==> src/rtl/otp_prog_pkg.sv <==
// Package: shared types of the fuse burn sequencer.
// Assumes nothing beyond IEEE 1800-2017; holds the sequencer state encoding.
package otp_prog_pkg;

    // Sequencer phases, in the order a normal job walks them.
    typedef enum logic [3:0] {
        ST_IDLE,
        ST_CLEAR,
        ST_INHIBIT,
        ST_WAIT_UP,
        ST_SET,
        ST_HOLD,
        ST_RELEASE_WE,
        ST_UNSET,
        ST_SUPPLY_OFF,
        ST_WAIT_DOWN,
        ST_UNINHIBIT,
        ST_VERIFY
    } seq_state_e;

endpackage

==> src/rtl/otp_low_bit_scan.sv <==
// Module: lowest-set-bit finder.
// Returns the index of the lowest set bit of vec, or 0 when vec is empty.
// Assumes the caller checks emptiness separately; purely combinational.
module otp_low_bit_scan #(
    parameter int N  = 16,
    parameter int AW = 4
) (
    input  logic [N-1:0]  vec,
    output logic [AW-1:0] idx
);

    // Scan from the top so the lowest set bit is the last one to write idx.
    always_comb begin
        idx = '0;
        for (int i = N - 1; i >= 0; i--) begin
            if (vec[i]) idx = AW'(i);
        end
    end

endmodule

==> src/rtl/otp_cycle_timer.sv <==
// Module: run-length timer.
// Counts cycles while run is high and restarts from zero whenever run drops.
// expired is high in the LIMIT-th consecutive cycle of run.
// Assumes LIMIT >= 1 and that run goes low for at least one cycle between uses.
module otp_cycle_timer #(
    parameter int LIMIT = 300,
    localparam int CW = (LIMIT > 1) ? $clog2(LIMIT + 1) : 1
) (
    input  logic clk,
    input  logic rst_n,
    input  logic run,
    output logic expired
);

    logic [CW-1:0] cnt_q;

    // Cycle counter: cleared while idle, saturates at LIMIT-1 while running.
    always_ff @(posedge clk) begin
        if (!rst_n)                        cnt_q <= '0;
        else if (!run)                     cnt_q <= '0;
        else if (cnt_q != CW'(LIMIT - 1))  cnt_q <= cnt_q + 1'b1;
    end

    // Expiry flag for the current cycle.
    assign expired = run && (cnt_q == CW'(LIMIT - 1));

endmodule

==> src/rtl/otp_burn_seq.sv <==
// Module: one-time-programmable fuse burn sequencer (top).
// Samples a bit mask on start and burns the masked bits one at a time in
// ascending order under the supply, read-inhibit and write-enable ordering.
// It verifies the result, retries a failed verify, and times out on a supply
// that never settles.
// Assumes: vpp_stable / vpp_low come from synchronised comparators.
// verify_done is a pulse answering verify_req.
// CLK_FREQ_HZ is the real clock rate, so the write pulse is never shorter than HOLD_US.
module otp_burn_seq
    import otp_prog_pkg::*;
#(
    parameter int NBITS       = 16,
    parameter int LOCK_IDX    = 15,
    parameter int CLK_FREQ_HZ = 1_000_000,
    parameter int HOLD_US     = 300,
    parameter int TMO_CYC     = 1000,
    parameter int MAX_RETRY   = 2,
    localparam int AW = (NBITS > 1) ? $clog2(NBITS) : 1
) (
    input  logic             clk,
    input  logic             rst_n,
    input  logic             start,
    input  logic [NBITS-1:0] burn_mask,
    input  logic             vpp_stable,
    input  logic             vpp_low,
    input  logic             verify_done,
    input  logic             verify_ok,
    output logic             latch_clr_all,
    output logic             latch_set,
    output logic             latch_clr,
    output logic [AW-1:0]    latch_addr,
    output logic             read_inhibit,
    output logic             write_en,
    output logic             hv_en,
    output logic             chip_sel,
    output logic             verify_req,
    output logic             busy,
    output logic             done,
    output logic             error
);

    localparam longint HOLD_PROD = longint'(CLK_FREQ_HZ) * longint'(HOLD_US);
    localparam int     HOLD_RAW  = int'((HOLD_PROD + 64'd999_999) / 64'd1_000_000);
    localparam int     HOLD_CYC  = (HOLD_RAW < 1) ? 1 : HOLD_RAW;
    localparam int     RW        = (MAX_RETRY > 0) ? $clog2(MAX_RETRY + 1) : 1;

    seq_state_e       st_q, st_d;
    logic [NBITS-1:0] mask_q, pend_q, pend_next;
    logic [AW-1:0]    cur_idx;
    logic [RW-1:0]    retry_q;
    logic             abort_q, burned_q, done_q, err_q;
    logic             hold_hit, tmo_hit, last_bit, lock_q, in_bit;

    // Next bit to burn: the lowest still pending.
    otp_low_bit_scan #(.N(NBITS), .AW(AW)) u_scan (
        .vec (pend_q),
        .idx (cur_idx)
    );

    // Write pulse width timer.
    otp_cycle_timer #(.LIMIT(HOLD_CYC)) u_hold (
        .clk     (clk),
        .rst_n   (rst_n),
        .run     (st_q == ST_HOLD),
        .expired (hold_hit)
    );

    // Supply stability timeout timer.
    otp_cycle_timer #(.LIMIT(TMO_CYC)) u_tmo (
        .clk     (clk),
        .rst_n   (rst_n),
        .run     (st_q == ST_WAIT_UP),
        .expired (tmo_hit)
    );

    // Pending set after the current bit is cleared, and whether it was the last.
    assign pend_next = pend_q & ~(NBITS'(1) << cur_idx);
    assign last_bit  = (pend_next == '0);
    assign lock_q    = mask_q[LOCK_IDX];

    // Phase transitions.
    always_comb begin
        st_d = st_q;
        case (st_q)
            ST_IDLE:       if (start && (burn_mask != '0)) st_d = ST_CLEAR;
            ST_CLEAR:      st_d = ST_INHIBIT;
            ST_INHIBIT:    st_d = ST_WAIT_UP;
            ST_WAIT_UP: begin
                if (vpp_stable)   st_d = ST_SET;
                else if (tmo_hit) st_d = ST_SUPPLY_OFF;
            end
            ST_SET:        st_d = ST_HOLD;
            ST_HOLD:       if (hold_hit) st_d = ST_RELEASE_WE;
            ST_RELEASE_WE: st_d = ST_UNSET;
            ST_UNSET:      st_d = last_bit ? ST_SUPPLY_OFF : ST_WAIT_UP;
            ST_SUPPLY_OFF: st_d = ST_WAIT_DOWN;
            ST_WAIT_DOWN:  if (vpp_low) st_d = ST_UNINHIBIT;
            ST_UNINHIBIT:  st_d = abort_q ? ST_IDLE : ST_VERIFY;
            ST_VERIFY: begin
                if (verify_done) begin
                    if (verify_ok || (retry_q == RW'(MAX_RETRY))) st_d = ST_IDLE;
                    else                                        st_d = ST_CLEAR;
                end
            end
            default:       st_d = ST_IDLE;
        endcase
    end

    // Phase register.
    always_ff @(posedge clk) begin
        if (!rst_n) st_q <= ST_IDLE;
        else        st_q <= st_d;
    end

    // Job mask capture and pending-bit bookkeeping.
    always_ff @(posedge clk) begin
        if (!rst_n) begin
            mask_q <= '0;
            pend_q <= '0;
        end else if (st_q == ST_IDLE && start) begin
            mask_q <= burn_mask;
            pend_q <= burn_mask;
        end else if (st_q == ST_UNSET) begin
            pend_q <= pend_next;
        end else if (st_q == ST_VERIFY && verify_done && !verify_ok) begin
            pend_q <= mask_q;
        end
    end

    // Retry count for failed verifies.
    always_ff @(posedge clk) begin
        if (!rst_n)
            retry_q <= '0;
        else if (st_q == ST_IDLE && start)
            retry_q <= '0;
        else if (st_q == ST_VERIFY && verify_done && !verify_ok && retry_q != RW'(MAX_RETRY))
            retry_q <= retry_q + 1'b1;
    end

    // Timeout abort flag for the current job.
    always_ff @(posedge clk) begin
        if (!rst_n)                                         abort_q <= 1'b0;
        else if (st_q == ST_IDLE && start)                  abort_q <= 1'b0;
        else if (st_q == ST_WAIT_UP && !vpp_stable && tmo_hit) abort_q <= 1'b1;
    end

    // Marks that the current attempt has set its first latch.
    always_ff @(posedge clk) begin
        if (!rst_n)                 burned_q <= 1'b0;
        else if (st_q == ST_CLEAR)  burned_q <= 1'b0;
        else if (st_q == ST_SET)    burned_q <= 1'b1;
    end

    // Sticky done and error status, cleared by an accepted start.
    always_ff @(posedge clk) begin
        if (!rst_n) begin
            done_q <= 1'b0;
            err_q  <= 1'b0;
        end else if (st_q == ST_IDLE && start) begin
            done_q <= (burn_mask == '0);
            err_q  <= 1'b0;
        end else if (st_q == ST_UNINHIBIT && abort_q) begin
            err_q <= 1'b1;
        end else if (st_q == ST_VERIFY && verify_done) begin
            if (verify_ok)                        done_q <= 1'b1;
            else if (retry_q == RW'(MAX_RETRY))   err_q  <= 1'b1;
        end
    end

    // Output decode from the phase.
    assign in_bit        = st_q inside {ST_SET, ST_HOLD, ST_RELEASE_WE, ST_UNSET};
    assign latch_clr_all = (st_q == ST_CLEAR);
    assign latch_set     = (st_q == ST_SET);
    assign latch_clr     = (st_q == ST_UNSET);
    assign latch_addr    = in_bit ? cur_idx : '0;
    assign write_en      = (st_q == ST_HOLD);
    assign hv_en         = (st_q == ST_WAIT_UP) || in_bit;
    assign read_inhibit  = st_q inside {ST_INHIBIT, ST_WAIT_UP, ST_SET, ST_HOLD,
                                        ST_RELEASE_WE, ST_UNSET, ST_SUPPLY_OFF, ST_WAIT_DOWN};
    assign chip_sel      = in_bit || (lock_q && burned_q &&
                           (st_q inside {ST_WAIT_UP, ST_SUPPLY_OFF, ST_WAIT_DOWN}));
    assign verify_req    = (st_q == ST_VERIFY);
    assign busy          = (st_q != ST_IDLE);
    assign done          = done_q;
    assign error         = err_q;

    // ---------------------------------------------------------------
    // Assertions and their observation registers
    // ---------------------------------------------------------------
    logic          latch_held_q, seen_q;
    logic [AW-1:0] set_addr_q, last_addr_q;
    logic [31:0]   we_len_q;

    // Observation of latch occupancy, order and write pulse length.
    always_ff @(posedge clk) begin
        if (!rst_n) begin
            latch_held_q <= 1'b0;
            seen_q       <= 1'b0;
            set_addr_q   <= '0;
            last_addr_q  <= '0;
            we_len_q     <= '0;
        end else begin
            if (latch_set) begin
                latch_held_q <= 1'b1;
                set_addr_q   <= latch_addr;
                last_addr_q  <= latch_addr;
                seen_q       <= 1'b1;
            end else if (latch_clr || latch_clr_all) begin
                latch_held_q <= 1'b0;
            end
            if (latch_clr_all) seen_q <= 1'b0;
            we_len_q <= write_en ? we_len_q + 1 : '0;
        end
    end

    assert_idle_safe_R12: assert property (@(posedge clk) disable iff (!rst_n)
        !busy |-> (!hv_en && !write_en && !read_inhibit && !chip_sel && !latch_set && !latch_clr));

    assert_rd_covers_hv_R2: assert property (@(posedge clk) disable iff (!rst_n)
        hv_en |-> read_inhibit);

    assert_rd_before_hv_R2: assert property (@(posedge clk) disable iff (!rst_n)
        $rose(hv_en) |-> $past(read_inhibit));

    assert_we_after_set_R3: assert property (@(posedge clk) disable iff (!rst_n)
        $rose(write_en) |-> $past(latch_set));

    assert_we_not_long_R3: assert property (@(posedge clk) disable iff (!rst_n)
        write_en |-> (we_len_q < 32'(HOLD_CYC)));

    assert_we_full_R3: assert property (@(posedge clk) disable iff (!rst_n)
        $fell(write_en) |-> ($past(we_len_q) == 32'(HOLD_CYC - 1)));

    assert_clr_same_addr_R3: assert property (@(posedge clk) disable iff (!rst_n)
        latch_clr |-> (latch_addr == set_addr_q));

    assert_ascending_R4: assert property (@(posedge clk) disable iff (!rst_n)
        (latch_set && seen_q) |-> (latch_addr > last_addr_q));

    assert_single_latch_R5: assert property (@(posedge clk) disable iff (!rst_n)
        latch_set |-> !latch_held_q);

    assert_stable_first_R6: assert property (@(posedge clk) disable iff (!rst_n)
        latch_set |-> $past(vpp_stable));

    assert_we_needs_hv_R6: assert property (@(posedge clk) disable iff (!rst_n)
        write_en |-> (hv_en && chip_sel));

    assert_rd_release_R7: assert property (@(posedge clk) disable iff (!rst_n)
        $fell(read_inhibit) |-> ($past(vpp_low) && !$past(hv_en)));

    assert_verify_quiet_R8: assert property (@(posedge clk) disable iff (!rst_n)
        verify_req |-> (!read_inhibit && !hv_en));

    assert_cs_lock_R9: assert property (@(posedge clk) disable iff (!rst_n)
        ($fell(chip_sel) && lock_q) |-> ($past(vpp_low) && !$past(hv_en)));

endmodule

==> config.mk <==
export PLATFORM = sky130hd
export DESIGN_NAME = otp_burn_seq
export DESIGN_NICKNAME = d
export VERILOG_FILES = /design/src/rtl/otp_prog_pkg.sv /design/src/rtl/otp_low_bit_scan.sv /design/src/rtl/otp_cycle_timer.sv /design/src/rtl/otp_burn_seq.sv
export SDC_FILE = /design/constraint.sdc
export NUM_CORES = 1
export LEC_CHECK = 0
export BUFFER_PORTS_ARGS = -buffer_cell sky130_fd_sc_hd__clkbuf_2
export CORE_ASPECT_RATIO = 0.5
export CORE_UTILIZATION = 60
export CTS_BUF_LIST = sky130_fd_sc_hd__clkbuf_8
export DETAILED_ROUTE_END_ITERATION = 10
export PLACE_DENSITY_LB_ADDON = 0.15
export SLEW_MARGIN = 0
export SYNTH_ARGS = -nofsm -noshare
export SYNTH_HDL_FRONTEND = slang
export SYNTH_HIERARCHICAL = 1
export SYNTH_SLANG_ARGS = --single-unit
==> constraint.sdc <==
create_clock -name clk -period 3.2 [get_ports clk]
set_input_delay 0.32 -clock clk [delete_from_list [all_inputs] [get_ports clk]]
set_output_delay 0.32 -clock clk [all_outputs]
set_load 0.02 [all_outputs]
; ---- After elaboration in Yosys (flattened, before gate mapping)
; Index checks and enable logic that the tools add are counted.
[op_classes]
n_lt_le_gt_ge = 0
n_shift = 1
n_bitwise = 3
n_mul = 0
addsub = 3
n_div = 0
n_mux = 38
n_reduce_logical = 37
eq_ne = 24
[op_table]
columns = cell, n
row1 = 2-to-1 mux 4 bit, 25
row2 = 2-to-1 mux 16 bit, 3
row3 = one-hot mux 4 bit (12 select lines), 1
row4 = zero test 16 bit, 2
row5 = bitwise AND 16 bit, 1
row6 = "== test 4 x 3 -> 1 bit, second input constant", 4
row7 = "== test 4 bit, second input constant", 4
row8 = NOT 16 bit, 1
row9 = nonzero test 16 bit, 1
row10 = "<< shifter 1 x 4 -> 16 bit, first input constant", 1
row11 = logical AND 1 bit, 12
row12 = "!= test 2 bit, second input constant", 6
row13 = "adder 10 x 1 -> 10 bit, second input constant", 1
row14 = "== test 10 bit, second input constant", 1
row15 = "!= test 10 bit, second input constant", 1
row16 = "adder 9 x 1 -> 9 bit, second input constant", 1
row17 = "== test 9 bit, second input constant", 1
row18 = 2-to-1 mux 1 bit, 9
row19 = "!= test 9 bit, second input constant", 1
row20 = "== test 4 x 2 -> 1 bit, second input constant", 2
row21 = nonzero test 2 bit, 4
row22 = nonzero test 4 bit, 2
row23 = nonzero test 8 bit, 1
row24 = AND reduction 3 bit, 2
row25 = 13 further kinds, 19
[word_totals]
input_bits = 23
n_memories = 0
latch_bits = 0
rom_bits = 0
ff_bits = 61
out_inout_bits = 15
ram_bits = 0

; ---- Depth between registers and ports, before layout
; Gate-level depths: netlist of run 1.
[depth]
ltp_word = 22
ltp_mapped = 11

; ---- By module
; Netlist of run 1, hierarchy kept.
[by_module_without_submodules]
columns = mod, seq_area_each_um2, instances, area_per_inst_um2, cells_each
row1 = otp_burn_seq, 840.8, 1, 2344.7, 311
row2 = otp_cycle_timer (u_tmo), 200.2, 1, 476.7, 55
row3 = otp_cycle_timer (u_hold), 180.2, 1, 431.7, 50
row4 = otp_low_bit_scan, 0.0, 1, 178.9, 31

; ---- Least setup slack after synthesis of run 1
; Ideal clock, no wire load.
[synth_path]
path_kind = flip-flop to flip-flop
startpoint = register pend_q[14]
endpoint = register st_q[3]
required_time_ns = 3.121
n_path_buf = 1
setup_ns = 0.079
stages_incl_launch_ff = 12
period_less_slack_ns = 2.411
arrival_ns = 2.332
setup_slack_ns = 0.789
cell_sequence = dfxtp_1 > nor2_1 > nor3_1 > o31ai_1 > a31oi_1 > buf_6 > or4b_4 > a21oi_2 > o22ai_1 > nor4_2 > a31oi_1 > a211oi_2
[synth_via]
elab_chain_cells = 21
[synth_rtl]
columns = element, line_no
row1 = from (decl), otp_burn_seq.sv:48  ; logic [NBITS-1:0] mask_q, pend_q, pend_next;
row2 = from (signal assigned), otp_burn_seq.sv:122  ; pend_q <= burn_mask;
row3 = from (signal assigned), otp_burn_seq.sv:124  ; pend_q <= pend_next;
row4 = from (signal assigned), otp_burn_seq.sv:126  ; pend_q <= mask_q;
row5 = 2-to-1 mux 4 bit (15 in series), otp_low_bit_scan.sv:16  ; if (vec[i]) idx = AW'(i);
row6 = named net cur_idx[1], otp_burn_seq.sv:49  ; logic [AW-1:0] cur_idx;
row7 = << shifter 1 x 4 -> 16 bit, otp_burn_seq.sv:77  ; assign pend_next = pend_q & ~(NBITS'(1) << cur_idx);
row8 = NOT 16 bit, otp_burn_seq.sv:77
row9 = bitwise AND 16 bit, otp_burn_seq.sv:77
row10 = zero test 16 bit, otp_burn_seq.sv:78  ; assign last_bit = (pend_next == '0);
row11 = 2-to-1 mux 4 bit, otp_burn_seq.sv:95  ; ST_UNSET: st_d = last_bit ? ST_SUPPLY_OFF : ST_WAIT_UP;
row12 = one-hot mux 4 bit (12 select lines), otp_burn_seq.sv:84  ; case (st_q)
row13 = to (signal assigned), otp_burn_seq.sv:112  ; else st_q <= st_d;
row14 = to (decl), otp_burn_seq.sv:47  ; seq_state_e st_q, st_d;
; The timed path passes the listed nets, and every way through them passes these cells.
; A chain may end at the register's enable or synchronous reset.

; ---- Final worst setup path of run 1
[layout_path]
startpoint = register pend_q[7]
endpoint = register st_q[3]
[layout_via]
elab_chain_cells = 14
[layout_rtl]
columns = element, line_no
row1 = 2-to-1 mux 4 bit (8 in series), otp_low_bit_scan.sv:16
row2 = named net cur_idx[3], otp_burn_seq.sv:49
row3 = << shifter 1 x 4 -> 16 bit, otp_burn_seq.sv:77
row4 = NOT 16 bit, otp_burn_seq.sv:77
row5 = bitwise AND 16 bit, otp_burn_seq.sv:77
row6 = zero test 16 bit, otp_burn_seq.sv:78
row7 = 2-to-1 mux 4 bit, otp_burn_seq.sv:95
row8 = one-hot mux 4 bit (12 select lines), otp_burn_seq.sv:84
; The timed path passes the listed nets, and every way through them passes these cells.

==> impl_metrics.env, run 1 <==
export IMPL_status="finished, final reports clean"
export IMPL_p_comb_share_pct=25.1
export IMPL_vdd_drop_max_mv=0.3758
export IMPL_ys_warn_count=6
export IMPL_wl_per_cell_um=15.78
export IMPL_cp_max_fo=14
export IMPL_finalNetCount=506
export IMPL_grt_first_pass_wirelength_um=14940
export IMPL_crit_type="reg -> reg"
export IMPL_async_flop_share_pct=0
export IMPL_setup_tns_ns=0
export IMPL_fp_dieW_um=109.0
export IMPL_rsz0062_at_grt="false"
export IMPL_dr_total_vias=3521
export IMPL_die_area_um2=6045
export IMPL_synth_cell_types=66
export IMPL_antenna_found_initial=0
export IMPL_syn_nets=473
export IMPL_design_area_um2=3855
export IMPL_die_y_um=55.48
export IMPL_min_period_ns=2.888
export IMPL_syn_area_per_cell_um2=7.678
export IMPL_core_um2=5492
export IMPL_relSlewSlack_pct=55.04
export IMPL_cp_required_ns=3.47
export IMPL_viasPerCell=6.310
export IMPL_postRouteAntennaNets=0
export IMPL_mostFrequentLayoutCell="nand2_1"
export IMPL_final_cell_mix="nand2_1, dfxtp_1, a21oi_1, nor2_1, clkbuf_2"
export IMPL_hold_path_class="in -> reg"
export IMPL_ys_seq_area_share_pct=35.58
export IMPL_dpl_cell_area_um2=3643
export IMPL_intPower_mw=1.370
export IMPL_switchingPower_mw=0.7188
export IMPL_place_gp_congestion=1.009
export IMPL_min_period_over_period_pct=90.25
export IMPL_insertion_delay_ns=0.35
export IMPL_rows=19
export IMPL_drv_cap=0
export IMPL_worstMarginPinSlew_ns=0.6744
export IMPL_num_io_pins=38
export IMPL_area_growth_pct=12.32
export IMPL_hold_violations=0
export IMPL_start_kind="flop"
export IMPL_clock_sinks=61
export IMPL_drt_wl_total_um=8805
export IMPL_fmax_mhz=346.2
export IMPL_skew_ns=0.009288
export IMPL_dp_hpwl_um=6277
export IMPL_cts_clk_slew_worst_paths_ns=0.07
export IMPL_drc=0
export IMPL_dr_first_iter_drc_count=330
export IMPL_cts_inserted_buffers=9
export IMPL_netlist_area_um2=3432
export IMPL_start_util_pct=62.50
export IMPL_utilization_pct=70.20
export IMPL_holdBufCountCts=0
export IMPL_p_leak_nw=1.328
export IMPL_layout_drive_gt1_share_pct=16.70
export IMPL_r2r_slack_ns=0.31
export IMPL_clockRootBuffer="clkbuf_8"
export IMPL_cp_end_kind="flop"
export IMPL_cts_buffer_depth=2
export IMPL_finalSetupViolCount=0
export IMPL_power_density_nw_per_um2=541.7
export IMPL_ys_ff_latch=61
export IMPL_swShare_pct=34.42
export IMPL_grt_pass1_vias=3201
export IMPL_n_antenna_cell=0
export IMPL_pwr_share_clk_pct=33.2
export IMPL_synthCells=447
export IMPL_grt_max_degree=38
export IMPL_fillCellCount=475
export IMPL_synth_edf_count=0
export IMPL_grt_usage_pct=31.91
export IMPL_worstPathArrival_ns=3.16
export IMPL_io_buffers=37
export IMPL_first_pass_iters=5
export IMPL_cts_tree="yes"
export IMPL_ys_flop_type="dfxtp_1"
export IMPL_seq_power_share_pct=41.8
export IMPL_drv_slew=0
export IMPL_grt_ovfl_total=0
export IMPL_cts_htree_levels=3
## synth_stat cells, types with 4 or more instances
| master | number | share of area, % |
|---|---|---|
| or3_1 | 4 | 0.73 |
| a21oi_1 | 44 | 6.4 |
| buf_2 | 7 | 1.0 |
| o22ai_1 | 5 | 0.91 |
| o21ai_0 | 28 | 4.1 |
| nor2_1 | 42 | 4.6 |
| nor3_1 | 14 | 2.0 |
| a211oi_1 | 4 | 0.87 |
| inv_1 | 10 | 1.1 |
| nor4_1 | 6 | 1.1 |
| nand3_1 | 19 | 2.8 |
| dfxtp_1 | 61 | 36 |
| o31ai_1 | 6 | 1.3 |
| a21boi_0 | 6 | 1.3 |
| nand4_1 | 13 | 2.4 |
| clkbuf_1 | 10 | 1.1 |
| or4_1 | 4 | 0.87 |
| a31oi_1 | 5 | 0.91 |
| and2_1 | 9 | 1.6 |
| nand2b_1 | 9 | 1.6 |
| nand2_1 | 71 | 7.8 |
## final cells by class
type                    count  area, um2  area share, %
clock inverters             7      75.07          1.947
clock buffers               9      123.9          3.213
multi-input cells         353       2068          53.65
well taps                  73      91.34          2.369
inverters                  12      45.04          1.168
flip-flops and latches     61       1221          31.68
repair buffers             43      230.2          5.972
## what timing repair did
action / in CTS / in global routing
setup buffers: 0 / 0
endpoints found under the setup margin: 0 / 3
gates resized for setup: 0 / 2
endpoints found under the hold margin: 0 / 0
## worst paths after layout
kind                              startpoint  depth (start not counted)         to
worst min register to register     mask_q[1]                          2  mask_q[1]
worst max-delay path               pend_q[7]                         10    st_q[3]
worst max register to register     pend_q[7]                         10    st_q[3]
worst min-delay path            burn_mask[3]                          3  mask_q[3]
## cells by family (layout without fill, tap and decap cells)
family          Yosys count  after routing  synth area share [%]
mux                       4              4                 1.203
buf+inv                  33             71                 4.521
xor+xnor                  5              5                 1.276
simple gates            223            223                 35.07
compound gates          117            117                 20.96
flops                    61             61                 35.58
fa+ha+maj                 4              4                 1.385
## per-stage QoR
| step | power, mW | setup slack, ns | instances | hold WS [ns] |
|---|---|---|---|---|
| floorplan | 1.278 | 0.7891 | 447 | 0.4332 |
| global placement | 1.372 | 0.3614 | 542 | 0.4415 |
| detailed placement | 1.388 | 0.1989 | 542 | 0.4526 |
| CTS | 2.077 | 0.1590 | 558 | 0.2164 |
| global route | 2.199 | 0.02794 | 558 | 0.2378 |
| finish | 2.088 | 0.3119 | 558 | 0.2241 |
## per-layer routing
metal	vias up	global-route usage [%]	routed length, um
li1	1700	-	-
met5	-	0	0
met1	1656	40.34	3760
met4	0	11.20	191
met2	144	51.39	4176
met3	21	9.799	676
## power groups by stage
stage | sequential, mW | combinational (mW) | clock [mW]
after global routing | 0.879 | 0.585 | 0.735
after floorplan | 0.860 | 0.418 | 0
after detailed placement | 0.887 | 0.502 | 0
after global placement | 0.884 | 0.488 | 0
final | 0.872 | 0.523 | 0.693
after CTS | 0.869 | 0.504 | 0.704
## worst max-delay path, cell delays in order, from the launching register on
cell and delay [ns]:
dfxtp_1 0.39, nor4_2 0.35, nand3_1 0.14, a31oi_1 0.43, buf_4 0.28, nand4b_1 0.17, a21oi_1 0.25, o22ai_1 0.13
nor4_2 0.30, a31oi_1 0.15, a211oi_2 0.21
## sequential cells by signal (all words and copies together), names as in the netlist
signal / count
retry_q: 2
abort_q: 1
u_tmo/cnt_q: 10
error: 1
mask_q: 16
u_hold/cnt_q: 9
done: 1
pend_q: 16
st_q: 4
burned_q: 1
Power figures use the tool's default switching activity.
==> inputs of run 2 (changes only) <==
- CORE_UTILIZATION: 60 -> 55
==> run 2 against run 1 <==
Compared with the run above:
- clock-buffer cell count increased by 2
- setup slack got worse by 0.027 ns
- design area is 1.7% higher
==> impl_metrics.env, run 2 (synthesized netlist as in run 1, its figures left out) <==
export IMPL_status="finished, final reports clean"
export IMPL_hold_end="mask_q[13]"
export IMPL_wl_per_cell_um=15.67
export IMPL_crit_type="reg -> reg"
export IMPL_first_pass_iters=5
export IMPL_rr_startpoint="pend_q[14]"
export IMPL_grt_pass1_vias=3057
export IMPL_dp_cells=556
export IMPL_skew_ns=0.01578
export IMPL_start_util_pct=59.66
export IMPL_io_buffers=37
export IMPL_power_density_nw_per_um2=564.1
export IMPL_finalSetupViolCount=0
export IMPL_r2r_slack_ns=0.29
export IMPL_min_period_ns=2.915
export IMPL_relSlewSlack_pct=56.14
export IMPL_grt_usage_pct=28.89
export IMPL_finalNonFillerCells=572
export IMPL_cp_end_kind="flop"
export IMPL_clockRootBuffer="clkbuf_8"
export IMPL_grt_ovfl_total=0
export IMPL_r2r_end="st_q[3]"
export IMPL_antenna_found_initial=0
export IMPL_met3_length_um=563
export IMPL_drt_wl_total_um=8961
export IMPL_drv_slew=0
export IMPL_min_path_cells=3
export IMPL_p_leak_nw=1.371
export IMPL_final_setup_worst_slack_ns=0.2852
export IMPL_layout_drive_gt1_share_pct=17.01
export IMPL_top_layer_used="met4"
export IMPL_worstPathArrival_ns=3.20
export IMPL_cts_tree="yes"
export IMPL_finalNetCount=509
export IMPL_clock_sinks=61
export IMPL_reg_top3="mask_q (16), pend_q (16), u_tmo/cnt_q (10)"
export IMPL_dp_hpwl_um=6398
export IMPL_cp_max_fo=13
export IMPL_min_from="burn_mask[13]"
export IMPL_dr_total_vias=3445
export IMPL_cp_required_ns=3.48
export IMPL_r2r_worst_path_cells=10
export IMPL_start_kind="flop"
export IMPL_setup_tns_ns=0
export IMPL_rows=19
export IMPL_hold_path_class="in -> reg"
export IMPL_insertion_delay_ns=0.36
export IMPL_grt_max_degree=38
export IMPL_mostFrequentLayoutCell="nand2_1"
export IMPL_dpl_cell_area_um2=3680
export IMPL_dr_first_iter_drc_count=292
export IMPL_cts_inserted_buffers=9
export IMPL_fp_dieW_um=113.7
export IMPL_design_area_um2=3920
export IMPL_wl_met1_um=4104
export IMPL_drv_cap=0
export IMPL_die_area_um2=6579
export IMPL_final_cell_mix="nand2_1, dfxtp_1, a21oi_1, nor2_1, clkbuf_2"
export IMPL_vdd_drop_max_mv=0.5203
export IMPL_min_period_over_period_pct=91.09
export IMPL_place_gp_congestion=0.9400
export IMPL_viasPerCell=6.023
export IMPL_hold_violations=0
export IMPL_area_growth_pct=14.22
export IMPL_num_io_pins=38
export IMPL_finalPower_mw=2.211
export IMPL_cts_clk_slew_worst_paths_ns=0.08
export IMPL_cts_resized=0
export IMPL_wl_met2_um=4110
export IMPL_pre_cts_ws_ns=0.1956
export IMPL_worstMarginPinSlew_ns=0.6570
export IMPL_crit_start="pend_q[14]"
export IMPL_holdBufCountCts=0
export IMPL_rsz0062_at_grt="false"
export IMPL_cts_setup_buffers=0
export IMPL_cts_htree_levels=3
export IMPL_core_um2=5753
export IMPL_n_antenna_cell=0
export IMPL_cts_buffer_depth=2
export IMPL_drc=0
export IMPL_die_y_um=57.86
export IMPL_fmax_mhz=343.1
export IMPL_grt_first_pass_wirelength_um=14660
export IMPL_postRouteAntennaNets=0
run 2: metal layers:
| metal | global-route usage (%) | vias to the layer above |
|---|---|---|
| li1 | - | 1704 |
| met1 | 37.56 | 1627 |
| met2 | 47.39 | 97 |
| met3 | 6.695 | 17 |
| met4 | 11.09 | 0 |
| met5 | 0 | - |
run 2: worst max-delay path by stage:
stage	cells past startpoint	to	slack, ns
6_report	10	st_q[3]	0.29
5_1_grt	10	st_q[3]	0.1
4_1_cts	10	st_q[3]	0.16
3_5_place_dp	10	st_q[3]	0.20
3_3_place_gp	10	st_q[3]	0.32
2_1_floorplan	11	st_q[3]	0.79
run 2: power breakdown:
group / internal [mW] / switching [mW] / total, mW
sequential: 0.804 / 0.0633 / 0.867
clock: 0.482 / 0.328 / 0.810
combinational: 0.211 / 0.323 / 0.534
run 2: layout make-up:
class	count	area [um2]
flip-flops and latches	61	1221
clock inverters	5	82.58
multi-input cells	353	2062
clock buffers	11	151.4
repair buffers	46	252.7
inverters	12	45.04
fillers	506	1833
well taps	84	105.1
run 2: worst max-delay path, cell delays in order (launching register included):
cell and delay [ns]:
dfxtp_1 0.44, nor2_1 0.10, nor3_1 0.16, o31ai_1 0.10, a31oi_2 0.49, or4bb_1 0.57, a21oi_1 0.20, o22ai_1 0.14
nor4_2 0.28, a31oi_1 0.14, a211oi_2 0.21
run 2: stage by stage:
step	utilization, %	hold WS, ns
after CTS	68.03	0.2157
after floorplan	-	0.4332
after detailed placement	63.96	0.4482
final	68.14	0.2182
after global placement	63.96	0.4421
after global routing	68.14	0.2309
==> inputs of run 3 (changes only) <==
- CORE_MARGIN: unset -> 2
- clock period: 3.2 -> 2.6 ns (I/O delays scaled with it)
==> run 3 against run 2 <==
Compared with the run above:
- design area grew 9.2%
- first-iteration DRC count shrank 16%
- clock-buffer cell count shrank 1
- register-to-register slack lost 0.22 ns
- clock skew shrank 0.0072 ns
- critical path type unchanged
- sequential share of layout area shrank 2.3 points
- sequential cell count is the same
- cell count grew 6.5%
- sequential power grew 25%
- highest routed layer unchanged
==> impl_metrics.env, run 3 (synthesized netlist as in run 1, its figures left out) <==
export IMPL_n_antenna_cell=0
export IMPL_p_comb_share_pct=33.4
export IMPL_cts_buffer_depth=2
export IMPL_core_um2=6056
export IMPL_met3_usage_pct=6.897
export IMPL_insertion_delay_ns=0.34
export IMPL_place_gp_congestion=0.9934
export IMPL_viasPerCell=5.826
export IMPL_drv_slew=0
export IMPL_crit_top_cell="buf_4"
export IMPL_grt_max_degree=38
export IMPL_die_y_um=59.86
export IMPL_power_density_nw_per_um2=667.4
export IMPL_cts_inserted_buffers=9
export IMPL_setup_tns_ns=0
export IMPL_die_area_um2=6926
export IMPL_grt_usage_pct=26.91
export IMPL_p_leak_nw=1.552
export IMPL_hold_path_class="in -> reg"
export IMPL_min_period_over_period_pct=97.37
export IMPL_worstPathArrival_ns=2.72
export IMPL_area_growth_pct=24.75
export IMPL_drc=0
export IMPL_cpPeakStageDelay_ns=0.32
export IMPL_num_io_pins=38
export IMPL_swShare_pct=33.06
export IMPL_holdBufCountCts=0
export IMPL_cpMaxStageDelayCell="dfxtp_2"
export IMPL_grt_first_pass_wirelength_um=14330
export IMPL_crit_buf_inv=2
export IMPL_clock_sinks=61
export IMPL_pwr_share_clk_pct=28.9
export IMPL_final_cell_mix="nand2_1, dfxtp_1, buf_4, a21oi_1, nor2_1"
export IMPL_clockRootBuffer="clkbuf_8"
export IMPL_cts_tree="yes"
export IMPL_grt_busiest_layer="met2"
export IMPL_worstMarginPinSlew_ns=0.6420
export IMPL_skew_ns=0.008555
export IMPL_intPower_mw=1.913
export IMPL_finalNetCount=542
export IMPL_drv_cap=0
export IMPL_cp_end_kind="flop"
export IMPL_fillCellCount=518
export IMPL_grt_pass1_vias=3079
export IMPL_io_buffers=37
export IMPL_switchingPower_mw=0.9448
export IMPL_wl_per_cell_um=14.78
export IMPL_dr_total_vias=3548
export IMPL_start_kind="flop"
export IMPL_crit_type="reg -> reg"
export IMPL_finalSetupViolCount=0
export IMPL_grt_ovfl_total=0
export IMPL_min_period_ns=2.532
export IMPL_first_pass_iters=4
export IMPL_cts_htree_levels=3
export IMPL_drt_wl_total_um=9001
export IMPL_finalPower_mw=2.858
export IMPL_met2_usage_pct=45.61
export IMPL_cp_required_ns=2.79
export IMPL_dr_first_iter_drc_count=244
export IMPL_crit_family="compound AO/OA/AOI/OAI gates"
export IMPL_fmax_mhz=395.0
export IMPL_reg_top3="mask_q (16), pend_q (16), u_tmo/cnt_q (10)"
export IMPL_seq_power_share_pct=37.7
export IMPL_vdd_drop_max_mv=0.4098
export IMPL_crit_chain="buf_4 -> nor4_4 -> o41ai_2 -> a21oi_2 -> buf_4 -> nand4b_1 -> a21oi_1 -> o22ai_1 -> nor4_2 -> nand3b_1 -> a221oi_1"
export IMPL_cts_clk_slew_worst_paths_ns=0.07
export IMPL_postRouteAntennaNets=0
export IMPL_layout_drive_gt1_share_pct=27.45
export IMPL_antenna_found_initial=0
export IMPL_cp_max_fo=10
export IMPL_start_util_pct=56.67
export IMPL_dp_hpwl_um=6265
export IMPL_relSlewSlack_pct=57.14
export IMPL_rows=20
export IMPL_met1_usage_pct=34.62
export IMPL_hold_violations=0
export IMPL_status="finished, final reports clean"
export IMPL_fp_dieW_um=115.7
export IMPL_mostFrequentLayoutCell="nand2_1"
-- run 3: cell count changes in the layout (fill, tap and decap cells not counted), sizes merged --
cell      delta
buf         +33
inv          +2
bufinv       -1
clkbuf       -1
clkinv       -1
clkinvlp     +1
-- run 3: layout make-up --
cell class                      instances  area (um2)  area share, %
Sequential cell                        61        1236          28.87
Clock buffer                           10       137.6          3.214
Inverter                               12       45.04          1.052
Tap cell                               88       110.1          2.572
Timing Repair Buffer                   79       508.0          11.86
Clock inverter                          6       55.05          1.286
Multi-Input combinational cell        353        2190          51.14
-- run 3: metrics by stage --
step / setup WS [ns] / instance area (um2) / hold WS, ns / utilization, % / cells
floorplan: 0.1891 / 3432 / 0.3960 / - / 447
global route: -0.05251 / 4282 / 0.1836 / 70.70 / 609
finish: 0.06829 / 4282 / 0.1762 / 70.70 / 609
CTS: 0.03233 / 4081 / 0.1652 / 67.40 / 603
global placement: 0.02529 / 3887 / 0.4422 / 64.19 / 587
detailed placement: -0.003510 / 3887 / 0.4465 / 64.19 / 587
-- run 3: timing repair --
action / in CTS / in global routing
gates resized for setup: 1 / 38
pin swaps: 0 / 15
setup buffers: 0 / 6
endpoints found under the setup margin: 3 / 3
-- run 3: power by group through the flow --
| stage | logic (mW) | registers (mW) | clock network [mW] |
|---|---|---|---|
| after floorplan | 0.515 | 1.06 | 0 |
| after global placement | 0.766 | 1.08 | 0 |
| after detailed placement | 0.768 | 1.08 | 0 |
| after CTS | 0.774 | 1.06 | 0.840 |
| after global routing | 1.03 | 1.08 | 0.881 |
| final | 0.955 | 1.08 | 0.825 |
-- run 3: worst register-to-register path, delay by kind of cell, from the launching register on --
family                 cells  cell delay (ns)
AO/OA/AOI/OAI              5             0.85
buffers and inverters      2             0.36
AND/OR/NAND/NOR            4             0.84
flip-flops                 1             0.32
-- run 3: final timing paths --
kind / from / end / slack (ns) / depth (start not counted)
worst max-delay path: pend_q[10] / st_q[1] / 0.07 / 11
worst min-delay path: burn_mask[0] / mask_q[0] / 0.18 / 3
worst max register to register: pend_q[10] / st_q[1] / 0.07 / 11
worst min register to register: mask_q[3] / mask_q[3] / 0.45 / 2
-- run 3: metal layers --
| layer | share of wire (%) | up-vias |
|---|---|---|
| met3 | 5.7 | 13 |
| met1 | 45 | 1670 |
| met5 | 0 | - |
| li1 | - | 1772 |
| met2 | 48 | 93 |
| met4 | 1.2 | 0 |
